==> config.mk <==
export PLATFORM = sky130hd
export DESIGN_NAME = norflash_cmd
export DESIGN_NICKNAME = d
export VERILOG_FILES = /design/src/rtl/norflash_pkg.sv /design/src/rtl/norflash_array.sv /design/src/rtl/norflash_decode.sv /design/src/rtl/norflash_engine.sv /design/src/rtl/norflash_cmd.sv
export SDC_FILE = /design/constraint.sdc
export NUM_CORES = 1
export LEC_CHECK = 0
export BUFFER_PORTS_ARGS = -buffer_cell sky130_fd_sc_hd__buf_2
export CAP_MARGIN = 20
export CORE_MARGIN = 1.5
export CORE_UTILIZATION = 45
export CTS_CLUSTER_DIAMETER = 120
export CTS_CLUSTER_SIZE = 28
export DETAILED_ROUTE_END_ITERATION = 10
export PLACE_DENSITY = 0.61
export SETUP_SLACK_MARGIN = 0.15
export SYNTH_ARGS = -nofsm -noshare
export SYNTH_HDL_FRONTEND = slang
export SYNTH_SLANG_ARGS = --single-unit
==> constraint.sdc <==
create_clock -name clk -period 4.6 [get_ports clk]
set_input_delay 0.46 -clock clk [delete_from_list [all_inputs] [get_ports clk]]
set_output_delay 0.46 -clock clk [all_outputs]
set_load 0.01 [all_outputs]
==> src/rtl/norflash_pkg.sv <==
package norflash_pkg;
  typedef enum logic [2:0] {
    ST_IDLE, ST_UNL1, ST_UNL2, ST_PGM, ST_ES1, ST_ES2, ST_ES3, ST_BPGM
  } cmd_step_t;

  typedef enum logic [1:0] {EP_PRE, EP_WAIT, EP_CLR} ers_phase_t;

  localparam logic [7:0]  CB_UNLK1 = 8'hAA;
  localparam logic [7:0]  CB_UNLK2 = 8'h55;
  localparam logic [7:0]  CB_PROG  = 8'hA0;
  localparam logic [7:0]  CB_ESET  = 8'h80;
  localparam logic [7:0]  CB_SECT  = 8'h30;
  localparam logic [7:0]  CB_BYP   = 8'h20;
  localparam logic [7:0]  CB_SUSP  = 8'hB0;
  localparam logic [7:0]  CB_RES   = 8'h30;
  localparam logic [7:0]  CB_RST   = 8'hF0;
  localparam logic [11:0] UADDR1   = 12'h555;
  localparam logic [11:0] UADDR2   = 12'h2AA;
endpackage

==> src/rtl/norflash_array.sv <==
module norflash_array #(
  parameter int ADDR_W = 6,
  parameter int DATA_W = 16
) (
  input  logic              clk,
  input  logic [ADDR_W-1:0] addr,
  input  logic              we,
  input  logic [DATA_W-1:0] wd,
  output logic [DATA_W-1:0] rd
);
  localparam int DEPTH = 1 << ADDR_W;

  logic [DATA_W-1:0] mem [DEPTH];

  // erased state at power-up
  initial begin
    for (int i = 0; i < DEPTH; i++) mem[i] = '1;
  end

  // single port, read-before-write
  always_ff @(posedge clk) begin
    if (we) mem[addr] <= wd;
    rd <= mem[addr];
  end
endmodule

==> src/rtl/norflash_decode.sv <==
module norflash_decode
  import norflash_pkg::*;
#(
  parameter int ADDR_W  = 6,
  parameter int SECT_W  = 2,
  parameter bit WP_LAST = 1'b0
) (
  input  logic              clk,
  input  logic              rst,
  input  logic              wr_evt,
  input  logic [ADDR_W-1:0] addr,
  input  logic [15:0]       din,
  input  logic              wp_n,
  input  logic              busy,
  input  logic              ers_run,
  input  logic              susp,
  input  logic [SECT_W-1:0] esect,
  output logic              go_prog,
  output logic              go_erase,
  output logic              go_susp,
  output logic              go_resume,
  output logic [ADDR_W-1:0] cmd_addr,
  output logic [15:0]       cmd_data
);
  localparam logic [ADDR_W-1:0] AD1 = ADDR_W'(UADDR1);
  localparam logic [ADDR_W-1:0] AD2 = ADDR_W'(UADDR2);

  logic [SECT_W-1:0] psect;
  generate
    if (WP_LAST) begin : g_prot_top
      assign psect = '1;
    end else begin : g_prot_bot
      assign psect = '0;
    end
  endgenerate

  cmd_step_t   step;
  logic        byp;
  logic [7:0]  cb;
  logic        prot_hit;
  logic        in_esect;

  assign cb       = din[7:0];
  assign prot_hit = !wp_n && (addr[ADDR_W-1 -: SECT_W] == psect);
  assign in_esect = susp && (addr[ADDR_W-1 -: SECT_W] == esect);

  always_ff @(posedge clk) begin
    go_prog   <= 1'b0;
    go_erase  <= 1'b0;
    go_susp   <= 1'b0;
    go_resume <= 1'b0;
    if (rst) begin
      step     <= ST_IDLE;
      byp      <= 1'b0;
      cmd_addr <= '0;
      cmd_data <= '0;
    end else if (wr_evt) begin
      if (busy) begin
        if (ers_run && cb == CB_SUSP) go_susp <= 1'b1;
      end else begin
        step <= ST_IDLE;
        case (step)
          ST_IDLE: begin
            if (cb == CB_UNLK1 && addr == AD1) step <= ST_UNL1;
            else if (cb == CB_RST) byp <= 1'b0;
            else if (byp && cb == CB_PROG) step <= ST_BPGM;
            else if (susp && cb == CB_RES) go_resume <= 1'b1;
          end
          ST_UNL1: begin
            if (cb == CB_UNLK2 && addr == AD2) step <= ST_UNL2;
          end
          ST_UNL2: begin
            if (addr == AD1) begin
              if (cb == CB_PROG) step <= ST_PGM;
              else if (cb == CB_ESET && !susp && !byp) step <= ST_ES1;
              else if (cb == CB_BYP && !susp) byp <= 1'b1;
            end
          end
          ST_PGM, ST_BPGM: begin
            if (!prot_hit && !in_esect) begin
              go_prog  <= 1'b1;
              cmd_addr <= addr;
              cmd_data <= din;
            end
          end
          ST_ES1: begin
            if (cb == CB_UNLK1 && addr == AD1) step <= ST_ES2;
          end
          ST_ES2: begin
            if (cb == CB_UNLK2 && addr == AD2) step <= ST_ES3;
          end
          ST_ES3: begin
            if (cb == CB_SECT && !prot_hit) begin
              go_erase <= 1'b1;
              cmd_addr <= addr;
            end
          end
          default: ;
        endcase
      end
    end
  end
endmodule

==> src/rtl/norflash_engine.sv <==
module norflash_engine
  import norflash_pkg::*;
#(
  parameter int ADDR_W    = 6,
  parameter int SECT_W    = 2,
  parameter int PROG_CYC  = 16,
  parameter int ERASE_CYC = 40
) (
  input  logic              clk,
  input  logic              rst,
  input  logic              go_prog,
  input  logic              go_erase,
  input  logic              go_susp,
  input  logic              go_resume,
  input  logic [ADDR_W-1:0] cmd_addr,
  input  logic [15:0]       cmd_data,
  input  logic [ADDR_W-1:0] bus_addr,
  input  logic              rd_evt,
  input  logic [15:0]       mem_q,
  output logic [ADDR_W-1:0] mem_addr,
  output logic              mem_we,
  output logic [15:0]       mem_wd,
  output logic              busy,
  output logic              ers_run,
  output logic              susp,
  output logic              prog_act,
  output logic              erase_act,
  output logic [SECT_W-1:0] esect,
  output logic [15:0]       status
);
  localparam int IW   = ADDR_W - SECT_W;
  localparam int CMAX = (PROG_CYC > ERASE_CYC) ? PROG_CYC : ERASE_CYC;
  localparam int CW   = $clog2(CMAX + 1);
  localparam logic [CW-1:0] PCNT_INIT = CW'(PROG_CYC - 1);
  localparam logic [CW-1:0] ECNT_INIT = CW'(ERASE_CYC - 1);
  localparam logic [IW-1:0] IDX_LAST  = '1;

  logic [CW-1:0]     pcnt, ecnt;
  logic [IW-1:0]     idx;
  ers_phase_t        ph;
  logic [ADDR_W-1:0] op_addr;
  logic [15:0]       op_data;
  logic              tog;
  logic              exp7;
  logic              ers_done;

  assign ers_run  = erase_act && !susp;
  assign busy     = prog_act || ers_run;
  assign ers_done = ers_run && ph == EP_CLR && idx == IDX_LAST;

  always_ff @(posedge clk) begin
    if (rst) begin
      prog_act  <= 1'b0;
      erase_act <= 1'b0;
      susp      <= 1'b0;
      pcnt      <= '0;
      ecnt      <= '0;
      idx       <= '0;
      ph        <= EP_PRE;
      op_addr   <= '0;
      op_data   <= '0;
      esect     <= '0;
      tog       <= 1'b0;
    end else begin
      if (rd_evt && busy) tog <= ~tog;

      if (go_prog) begin
        prog_act <= 1'b1;
        op_addr  <= cmd_addr;
        op_data  <= cmd_data;
        pcnt     <= PCNT_INIT;
      end else if (prog_act) begin
        if (pcnt == '0) prog_act <= 1'b0;
        else pcnt <= pcnt - 1'b1;
      end

      if (go_erase) begin
        erase_act <= 1'b1;
        esect     <= cmd_addr[ADDR_W-1 -: SECT_W];
        ph        <= EP_PRE;
        idx       <= '0;
      end else if (ers_run) begin
        case (ph)
          EP_PRE: begin
            idx <= idx + 1'b1;
            if (idx == IDX_LAST) begin
              ph   <= EP_WAIT;
              ecnt <= ECNT_INIT;
            end
          end
          EP_WAIT: begin
            if (ecnt == '0) ph <= EP_CLR;
            else ecnt <= ecnt - 1'b1;
          end
          default: begin
            idx <= idx + 1'b1;
            if (idx == IDX_LAST) erase_act <= 1'b0;
          end
        endcase
      end

      if (go_susp && erase_act) susp <= 1'b1;
      if (go_resume) susp <= 1'b0;
      if (ers_done) susp <= 1'b0;
    end
  end

  always_comb begin
    if (prog_act) mem_addr = op_addr;
    else if (ers_run) mem_addr = {esect, idx};
    else mem_addr = bus_addr;
  end

  assign mem_we = (prog_act && pcnt == '0) || (ers_run && !prog_act && ph != EP_WAIT);
  assign mem_wd = prog_act ? (mem_q & op_data) : ((ph == EP_CLR) ? 16'hFFFF : 16'h0000);
  assign exp7   = prog_act ? op_data[7] : 1'b1;
  assign status = {8'h00, ~exp7, tog, 6'h00};
endmodule

==> src/rtl/norflash_cmd.sv <==
module norflash_cmd #(
  parameter int ADDR_W    = 6,
  parameter int SECT_W    = 2,
  parameter int PROG_CYC  = 16,
  parameter int ERASE_CYC = 40,
  parameter bit WP_LAST   = 1'b0
) (
  input  logic              clk,
  input  logic              rst,
  input  logic              ce_n,
  input  logic              we_n,
  input  logic              oe_n,
  input  logic [ADDR_W-1:0] addr,
  input  logic [15:0]       din,
  output logic [15:0]       dout,
  input  logic              wp_n,
  output logic              rdy
);
  logic              wr_lvl, rd_lvl, wr_q, rd_q, wr_evt, rd_evt;
  logic              go_prog, go_erase, go_susp, go_resume;
  logic [ADDR_W-1:0] cmd_addr, mem_addr;
  logic [15:0]       cmd_data, mem_wd, mem_q, status;
  logic              mem_we, busy, ers_run, susp, prog_act, erase_act;
  logic [SECT_W-1:0] esect;

  assign wr_lvl = !ce_n && !we_n;
  assign rd_lvl = !ce_n && !oe_n && we_n;
  assign wr_evt = wr_lvl && !wr_q;
  assign rd_evt = rd_lvl && !rd_q;

  always_ff @(posedge clk) begin
    if (rst) begin
      wr_q <= 1'b0;
      rd_q <= 1'b0;
      rdy  <= 1'b1;
      dout <= '0;
    end else begin
      wr_q <= wr_lvl;
      rd_q <= rd_lvl;
      rdy  <= !busy;
      dout <= busy ? status : mem_q;
    end
  end

  norflash_decode #(.ADDR_W(ADDR_W), .SECT_W(SECT_W), .WP_LAST(WP_LAST)) u_dec (
    .clk(clk), .rst(rst), .wr_evt(wr_evt), .addr(addr), .din(din), .wp_n(wp_n),
    .busy(busy), .ers_run(ers_run), .susp(susp), .esect(esect),
    .go_prog(go_prog), .go_erase(go_erase), .go_susp(go_susp), .go_resume(go_resume),
    .cmd_addr(cmd_addr), .cmd_data(cmd_data)
  );

  norflash_engine #(.ADDR_W(ADDR_W), .SECT_W(SECT_W), .PROG_CYC(PROG_CYC),
                    .ERASE_CYC(ERASE_CYC)) u_eng (
    .clk(clk), .rst(rst), .go_prog(go_prog), .go_erase(go_erase), .go_susp(go_susp),
    .go_resume(go_resume), .cmd_addr(cmd_addr), .cmd_data(cmd_data), .bus_addr(addr),
    .rd_evt(rd_evt), .mem_q(mem_q), .mem_addr(mem_addr), .mem_we(mem_we),
    .mem_wd(mem_wd), .busy(busy), .ers_run(ers_run), .susp(susp), .prog_act(prog_act),
    .erase_act(erase_act), .esect(esect), .status(status)
  );

  norflash_array #(.ADDR_W(ADDR_W), .DATA_W(16)) u_arr (
    .clk(clk), .addr(mem_addr), .we(mem_we), .wd(mem_wd), .rd(mem_q)
  );
endmodule

Word-level counts from Yosys, hierarchy flattened
Memories as Yosys holds them, arrays and structs flattened. A register that Yosys moved wholly into a read port is not among the register bits.
Cells that the tools add are included.
Word-level totals
  output and inout port bits: 17
  bits in writable memories: 1024
  flip-flop bits (word level): 95
  memories: 1
Cells by class
  reductions and logical operators: 70
  bitwise logic cells: 11
  add/subtract/negate cells: 3
  multiplexer cells: 48
  equal/unequal tests: 35
Memories
  u_arr.mem: depth 64, width 16, read ports 1, clocked after memory_dff 1, wr ports 1, line norflash_array.sv:13  | logic [DATA_W-1:0] mem [DEPTH];
Operator list (count)
  $eq 8x8->1 const B: 5
  $mux 6: 6
  $mux 16: 2
  $logic_and 1x1->1: 25
  $mux 3: 8
  $pmux 6 s2: 2
  $mux 1: 20
  $ne 2x1->1 const B: 9
  $and 16x16->16: 1
  $eq 8x6->1 const B: 2
  $pmux 3 s5: 1
  $eq 3x3->1 const B: 4
  $logic_not 1->1: 12
  $logic_not 6->1: 2
  $mux 4: 3
  $reduce_bool 2->1: 6
  $sub 6x1->6 const B: 2
  $ne 2x2->1 const B: 5
  $not 1->1: 10
  $reduce_and 5->1: 2
  $reduce_or 2->1: 5
  $reduce_and 9->1: 1
  $eq 8x7->1 const B: 1
  $mux 8: 1
  other kinds (21): 32

Longest topological paths before layout
  word-level depth: 7
  depth in mapped cells: 13

Modules after synthesis
Synthesis repeated with hierarchy kept, for this count alone.
Second synthesis, totals
  cells, all modules: 2781
  area, all modules: 44457.6 sq um
By module, submodules not included
  norflash_array: cells an instance 2279, sequential area each 31069.8 sq um, area each 39909.5 sq um, times used 1
  norflash_engine: cells an instance 263, sequential area each 920.9 sq um, area each 2352.3 sq um, times used 1
  norflash_decode: cells an instance 178, sequential area each 600.6 sq um, area each 1520.2 sq um, times used 1
  norflash_cmd: cells an instance 61, sequential area each 380.4 sq um, area each 675.6 sq um, times used 1

Least setup slack after synthesis
Ideal clock, no wire load.
  kind: input to register
  start: input addr[1]
  end: memory u_arr.mem[14][0], enable pin
  slack: 1403 ps
  arrival: 2809 ps
  setup time: 388 ps
  stages on the path: 8
  path buffers: 3
  path through: nor2b_1 > clkbuf_1 > a211oi_4 > nor3_4 > clkbuf_1 > clkbuf_1 > nand2_1 > nor2_1
On the way
  longest elaborated chain between the ends: 2
Ends and longest elaborated chain
  from (decl): line norflash_cmd.sv:13  | input logic [ADDR_W-1:0] addr,
  $mux 6: line norflash_engine.sv:110  | else if (ers_run) mem_addr = {esect, idx};
  $mux 6: line norflash_engine.sv:109  | if (prog_act) mem_addr = op_addr;
  to (decl): line norflash_array.sv:13
No other way between the ends.

Worst setup path in the final report
  start: register u_eng.susp
  end: register u_arr.rd[13] (read register of u_arr.mem)
On the way
  longest elaborated chain between the ends: 4
Ends and longest elaborated chain
  from (decl): line norflash_engine.sv:25  | output logic susp,
  from (signal assigned): line norflash_engine.sv:55  | susp <= 1'b0;
  from (signal assigned): line norflash_engine.sv:102  | if (go_susp && erase_act) susp <= 1'b1;
  from (signal assigned): line norflash_engine.sv:103  | if (go_resume) susp <= 1'b0;
  $logic_not 1->1: line norflash_engine.sv:47  | assign ers_run = erase_act && !susp;
  $logic_and 1x1->1: line norflash_engine.sv:47
  $mux 6: line norflash_engine.sv:110
  $mux 6: line norflash_engine.sv:109
  to (decl): line norflash_array.sv:9  | output logic [DATA_W-1:0] rd
No other way between the ends.
A chain may end at the register's enable or synchronous reset.

==> impl_metrics.xml <==
<?xml version="1.0" encoding="UTF-8"?>
<metrics>
  <group name="setup_path">
    <metric name="timing.critical_path.slowest_cell_delay" unit="ps">580</metric>
    <metric name="crit_family" unit="">simple AND/OR/NAND/NOR gates</metric>
    <metric name="wp_data_arrival" unit="ps">4480</metric>
    <metric name="start_kind" unit="">flop</metric>
    <metric name="timing_worst_setup_path_type" unit="">reg2reg</metric>
    <metric name="cp-end-kind" unit="">flop</metric>
    <metric name="crit_required" unit="ps">5170</metric>
    <metric name="reg2reg_slack" unit="ps">680</metric>
    <metric name="critical_path_peak_fanout" unit="">44</metric>
    <metric name="timing.critical_path.slowest_stage_cell" unit="">sky130_fd_sc_hd__nor2_4</metric>
    <metric name="cp.buffers_inverters" unit="">3</metric>
    <metric name="crit_path_cell_trace" unit="">nor2b_1, buf_4, o211a_1, nor2_4, buf_12, buf_4, mux2i_1, a32oi_1, nand4_1, nand4_1</metric>
  </group>
  <group name="yosys">
    <metric name="synth.most_common_cell" unit="">sky130_fd_sc_hd__edfxtp_1</metric>
    <metric name="post-synth-top-area-cell" unit="">sky130_fd_sc_hd__edfxtp_1</metric>
    <metric name="synth.cell_area" unit="sq um">44700</metric>
    <metric name="yosys.area.top_type_share" unit="%">68.80</metric>
    <metric name="synth.lib_cells_used.distinct" unit="">66</metric>
    <metric name="synth.avg_cell_area" unit="sq um">13.56</metric>
    <metric name="synth_top_flop_cell" unit="">sky130_fd_sc_hd__edfxtp_1</metric>
    <metric name="yosysWarnings" unit="">0</metric>
    <metric name="synth_edf_count" unit="">1024</metric>
    <metric name="syn_nets" unit="">3329</metric>
    <metric name="top_cells_by_count_synth" unit="">1,024 x sky130_fd_sc_hd__edfxtp_1, 789 x sky130_fd_sc_hd__nand2_1, 258 x sky130_fd_sc_hd__nand3_1</metric>
    <metric name="synthesis.instances" unit="">3296</metric>
    <metric name="yosys-top-cells-area" unit="">sky130_fd_sc_hd__edfxtp_1 69%, sky130_fd_sc_hd__nand2_1 6.6%, sky130_fd_sc_hd__dfxtp_1 5.0%, sky130_fd_sc_hd__mux2i_1 3.4%, sky130_fd_sc_hd__nand3_1 2.9%</metric>
    <metric name="postSynthRegisterBits" unit="">1135</metric>
    <metric name="sequential_share_of_the_synthesized_area" unit="%">73.77</metric>
    <metric name="fraction_of_registers_with_async_set_or_reset_after_synthesis" unit="%">0</metric>
  </group>
  <group name="global_route">
    <metric name="first_global_vias" unit="">26510</metric>
    <metric name="wire_length_of_the_first_global_routing_pass" unit="microns">187500</metric>
    <metric name="grt_max_degree" unit="">107</metric>
    <metric name="antenna_found_initial" unit="">3</metric>
    <metric name="grtUsageTotal" unit="%">25.12</metric>
    <metric name="remaining_global_route_overflow" unit="">0</metric>
  </group>
  <group name="cells_and_area">
    <metric name="layout.nets" unit="">3374</metric>
    <metric name="post_route_cells_drive_above_1_share" unit="%">8.938</metric>
    <metric name="final_cells" unit="">4667</metric>
    <metric name="area_delta_synth_final" unit="%">8.628</metric>
  </group>
  <group name="clock_network">
    <metric name="cts-root-to-sink-buffers" unit="">3</metric>
    <metric name="cts_htree_levels" unit="">2</metric>
    <metric name="cts_buffers" unit="">46</metric>
    <metric name="worst_setup_hold_path_clk_slew" unit="ps">120</metric>
    <metric name="clock_latency" unit="ps">660</metric>
    <metric name="tritoncts" unit="">built</metric>
    <metric name="cts_resized" unit="">0</metric>
    <metric name="clock_sink_count" unit="">1135</metric>
    <metric name="cts-root-buf" unit="">sky130_fd_sc_hd__clkbuf_16</metric>
  </group>
  <group name="timing">
    <metric name="timing.hold.ws" unit="ps">35.81</metric>
    <metric name="setup_violations" unit="">0</metric>
    <metric name="finalHoldViolations" unit="">0</metric>
    <metric name="clock.fmax" unit="GHz">0.2554</metric>
    <metric name="final.setup.tns" unit="ps">0</metric>
    <metric name="finClkSkew" unit="ps">26.24</metric>
    <metric name="unrepaired_setup_endpoints_after_global_routing" unit="">false</metric>
    <metric name="finalWorstPathRequiredPeriod" unit="ps">3916</metric>
    <metric name="worst_pin_slew" unit="ps">1198</metric>
    <metric name="maxSlewHeadroom" unit="%">20.15</metric>
    <metric name="finalMaxSlewViolations" unit="">0</metric>
    <metric name="min_period_over_period" unit="%">85.13</metric>
  </group>
  <group name="run">
    <metric name="maxCapViolCount" unit="">0</metric>
  </group>
  <group name="power_and_ir_drop">
    <metric name="power.density" unit="nW/um^2">354.1</metric>
    <metric name="comb_power_share" unit="%">5.2</metric>
    <metric name="pwr-share-seq" unit="%">64.9</metric>
    <metric name="p_clk_share" unit="%">29.8</metric>
    <metric name="p_leak" unit="uW">0.01656</metric>
    <metric name="peakVddDrop" unit="mV">0.3366</metric>
    <metric name="switching_part_of_the_total" unit="%">22.05</metric>
    <metric name="total_switching_power" unit="uW">3792</metric>
    <metric name="power_report.internal_total" unit="uW">13400</metric>
  </group>
  <group name="detailed_routing">
    <metric name="final_antenna_net_count" unit="">0</metric>
    <metric name="routed-via-count" unit="">28210</metric>
    <metric name="routed-wl-met3" unit="microns">10620</metric>
    <metric name="drtPass1Iterations" unit="">5</metric>
    <metric name="topRoutingLayerUsed" unit="">met5</metric>
    <metric name="route.detailed.wl_per_inst" unit="microns">27.63</metric>
    <metric name="dr_wl_met2" unit="microns">58460</metric>
    <metric name="route.detailed.vias_per_inst" unit="">6.043</metric>
    <metric name="drt_first_iter_violations" unit="">3871</metric>
    <metric name="met1_length" unit="microns">53580</metric>
    <metric name="route.final.wire_length" unit="microns">128900</metric>
    <metric name="drc" unit="">0</metric>
  </group>
  <group name="die">
    <metric name="placeableCoreArea" unit="sq um">98420</metric>
    <metric name="die-area" unit="sq um">101200</metric>
    <metric name="die_height" unit="microns">318.2</metric>
    <metric name="floorplan.io_pins" unit="">45</metric>
    <metric name="initial_util" unit="%">45.41</metric>
    <metric name="die_width" unit="microns">318.2</metric>
    <metric name="std_cell_rows" unit="">115</metric>
  </group>
  <group name="placed_design">
    <metric name="detailedPlacementHpwl" unit="microns">81010</metric>
    <metric name="gpl.final_weighted_congestion" unit="">0.9642</metric>
    <metric name="placed_cells_incl_taps" unit="">4575</metric>
    <metric name="port-buffer-count" unit="">44</metric>
  </group>
  <group name="run_status">
    <metric name="outcome" unit="">complete, no violations</metric>
  </group>
  <group name="min_path">
    <metric name="holdCritPathClass" unit="">in2reg</metric>
  </group>
</metrics>
-- logic make-up after synthesis --
family / synth area share [%]
multiplexers: 3.508
AND/OR/NAND/NOR: 13.65
AO/OA/AOI/OAI: 6.304
XOR/XNOR: 0.2155
buffers and inverters: 2.416
adder cells (fa/ha/maj): 0.1400
flip-flops: 73.77
-- routing by layer --
layer / vias to the layer above / GRT usage, %
li1: 12400 / -
met1: 14320 / 35.69
met2: 1275 / 38.73
met3: 212 / 3.676
met4: 2 / 10.81
met5: - / 0
-- flip-flops by register name, indices dropped and copies added (netlist names), 2 cells and up --
name / count
u_eng.idx: 4
u_eng.op_addr: 6
u_dec.cmd_data: 16
u_eng.ph: 2
u_eng.pcnt: 6
u_eng.esect: 2
u_dec.cmd_addr: 6
u_arr.rd: 16
u_eng.op_data: 16
dout: 16
u_arr.mem: 1024
u_dec.step: 3
u_eng.ecnt: 6
-- what timing repair did --
action / in CTS / in global routing
hold buffers: 3 / 0
buffers inserted: 0 / 0
endpoints found under the hold margin: 2 / 0
-- worst reg2reg max path: stages, from the launching register on --
cell and delay, ps:
sky130_fd_sc_hd__dfxtp_1 540, sky130_fd_sc_hd__nor2b_1 80, sky130_fd_sc_hd__buf_4 200, sky130_fd_sc_hd__o211a_1 470, sky130_fd_sc_hd__nor2_4 590, sky130_fd_sc_hd__buf_12 340, sky130_fd_sc_hd__buf_4 460, sky130_fd_sc_hd__mux2i_1 160
sky130_fd_sc_hd__a32oi_1 170, sky130_fd_sc_hd__nand4_1 480, sky130_fd_sc_hd__nand4_1 340
-- per-stage QoR --
| stage | cell area (sq um) | setup WS [ps] | power (uW) | util (%) |
|---|---|---|---|---|
| global route | 48550 | 595.8 | 17650 | 49.33 |
| global placement | 47040 | 871.5 | 12280 | 47.79 |
| floorplan | 44700 | 1403 | 11870 | - |
| finish | 48550 | 684.2 | 17190 | 49.33 |
| CTS | 48510 | 762.7 | 17270 | 49.29 |
| detailed placement | 47110 | 825.1 | 12290 | 47.86 |
-- power groups by stage --
stage / Clock (uW) / Combinational, uW / Sequential (uW)
floorplan: 0 / 519 / 11300
global placement: 0 / 882 / 11400
detailed placement: 0 / 885 / 11400
CTS: 5220 / 889 / 11200
global route: 5540 / 950 / 11200
finish: 5130 / 900 / 11200
-- worst paths after layout --
path	startpoint	endpoint	depth (start not counted)
worst max-delay path	u_eng.susp	u_arr.rd[13]	10
worst min-delay path	din[15]	u_dec.cmd_data[15]	3
worst max register to register	u_eng.susp	u_arr.rd[13]	10
worst min register to register	u_dec.go_resume	u_eng.susp	1
-- area by class of cell --
cell class | count | area, sq um
Antenna cell | 1 | 2.502
Clock buffer | 84 | 1358
Clock inverter | 2 | 17.52
Fill cell | 8538 | 49870
Inverter | 33 | 123.9
Multi-Input combinational cell | 1915 | 10730
Sequential cell | 1135 | 32970
Tap cell | 1287 | 1610
Timing Repair Buffer | 210 | 1743
-- cells in the final DEF (no fill, tap or decap), types with 7 or more instances in the layout --
cell                        instances
sky130_fd_sc_hd__inv_1             32
sky130_fd_sc_hd__nor2_1           135
sky130_fd_sc_hd__a31o_2            17
sky130_fd_sc_hd__o21ai_0           23
sky130_fd_sc_hd__xnor2_1            7
sky130_fd_sc_hd__nand3_1          258
sky130_fd_sc_hd__buf_12            18
sky130_fd_sc_hd__nand2_1          788
sky130_fd_sc_hd__clkbuf_1          35
sky130_fd_sc_hd__buf_4            142
sky130_fd_sc_hd__and3_1            10
sky130_fd_sc_hd__a22oi_1           13
sky130_fd_sc_hd__a211oi_1          29
sky130_fd_sc_hd__a32oi_1           90
sky130_fd_sc_hd__a32o_1            14
sky130_fd_sc_hd__a31oi_1           17
sky130_fd_sc_hd__nor3_1            25
sky130_fd_sc_hd__a2111oi_0         26
sky130_fd_sc_hd__o2111a_1          13
sky130_fd_sc_hd__nand4_1          100
sky130_fd_sc_hd__nand2b_1           8
sky130_fd_sc_hd__and2_1            16
sky130_fd_sc_hd__o31a_1            13
sky130_fd_sc_hd__buf_2             44
sky130_fd_sc_hd__dfxtp_1          111
sky130_fd_sc_hd__a21oi_1           45
sky130_fd_sc_hd__mux2i_1          151
sky130_fd_sc_hd__a311oi_1          29
sky130_fd_sc_hd__clkbuf_16         49
sky130_fd_sc_hd__edfxtp_1        1024
No activity file was read; power rests on OpenSTA's default activity.
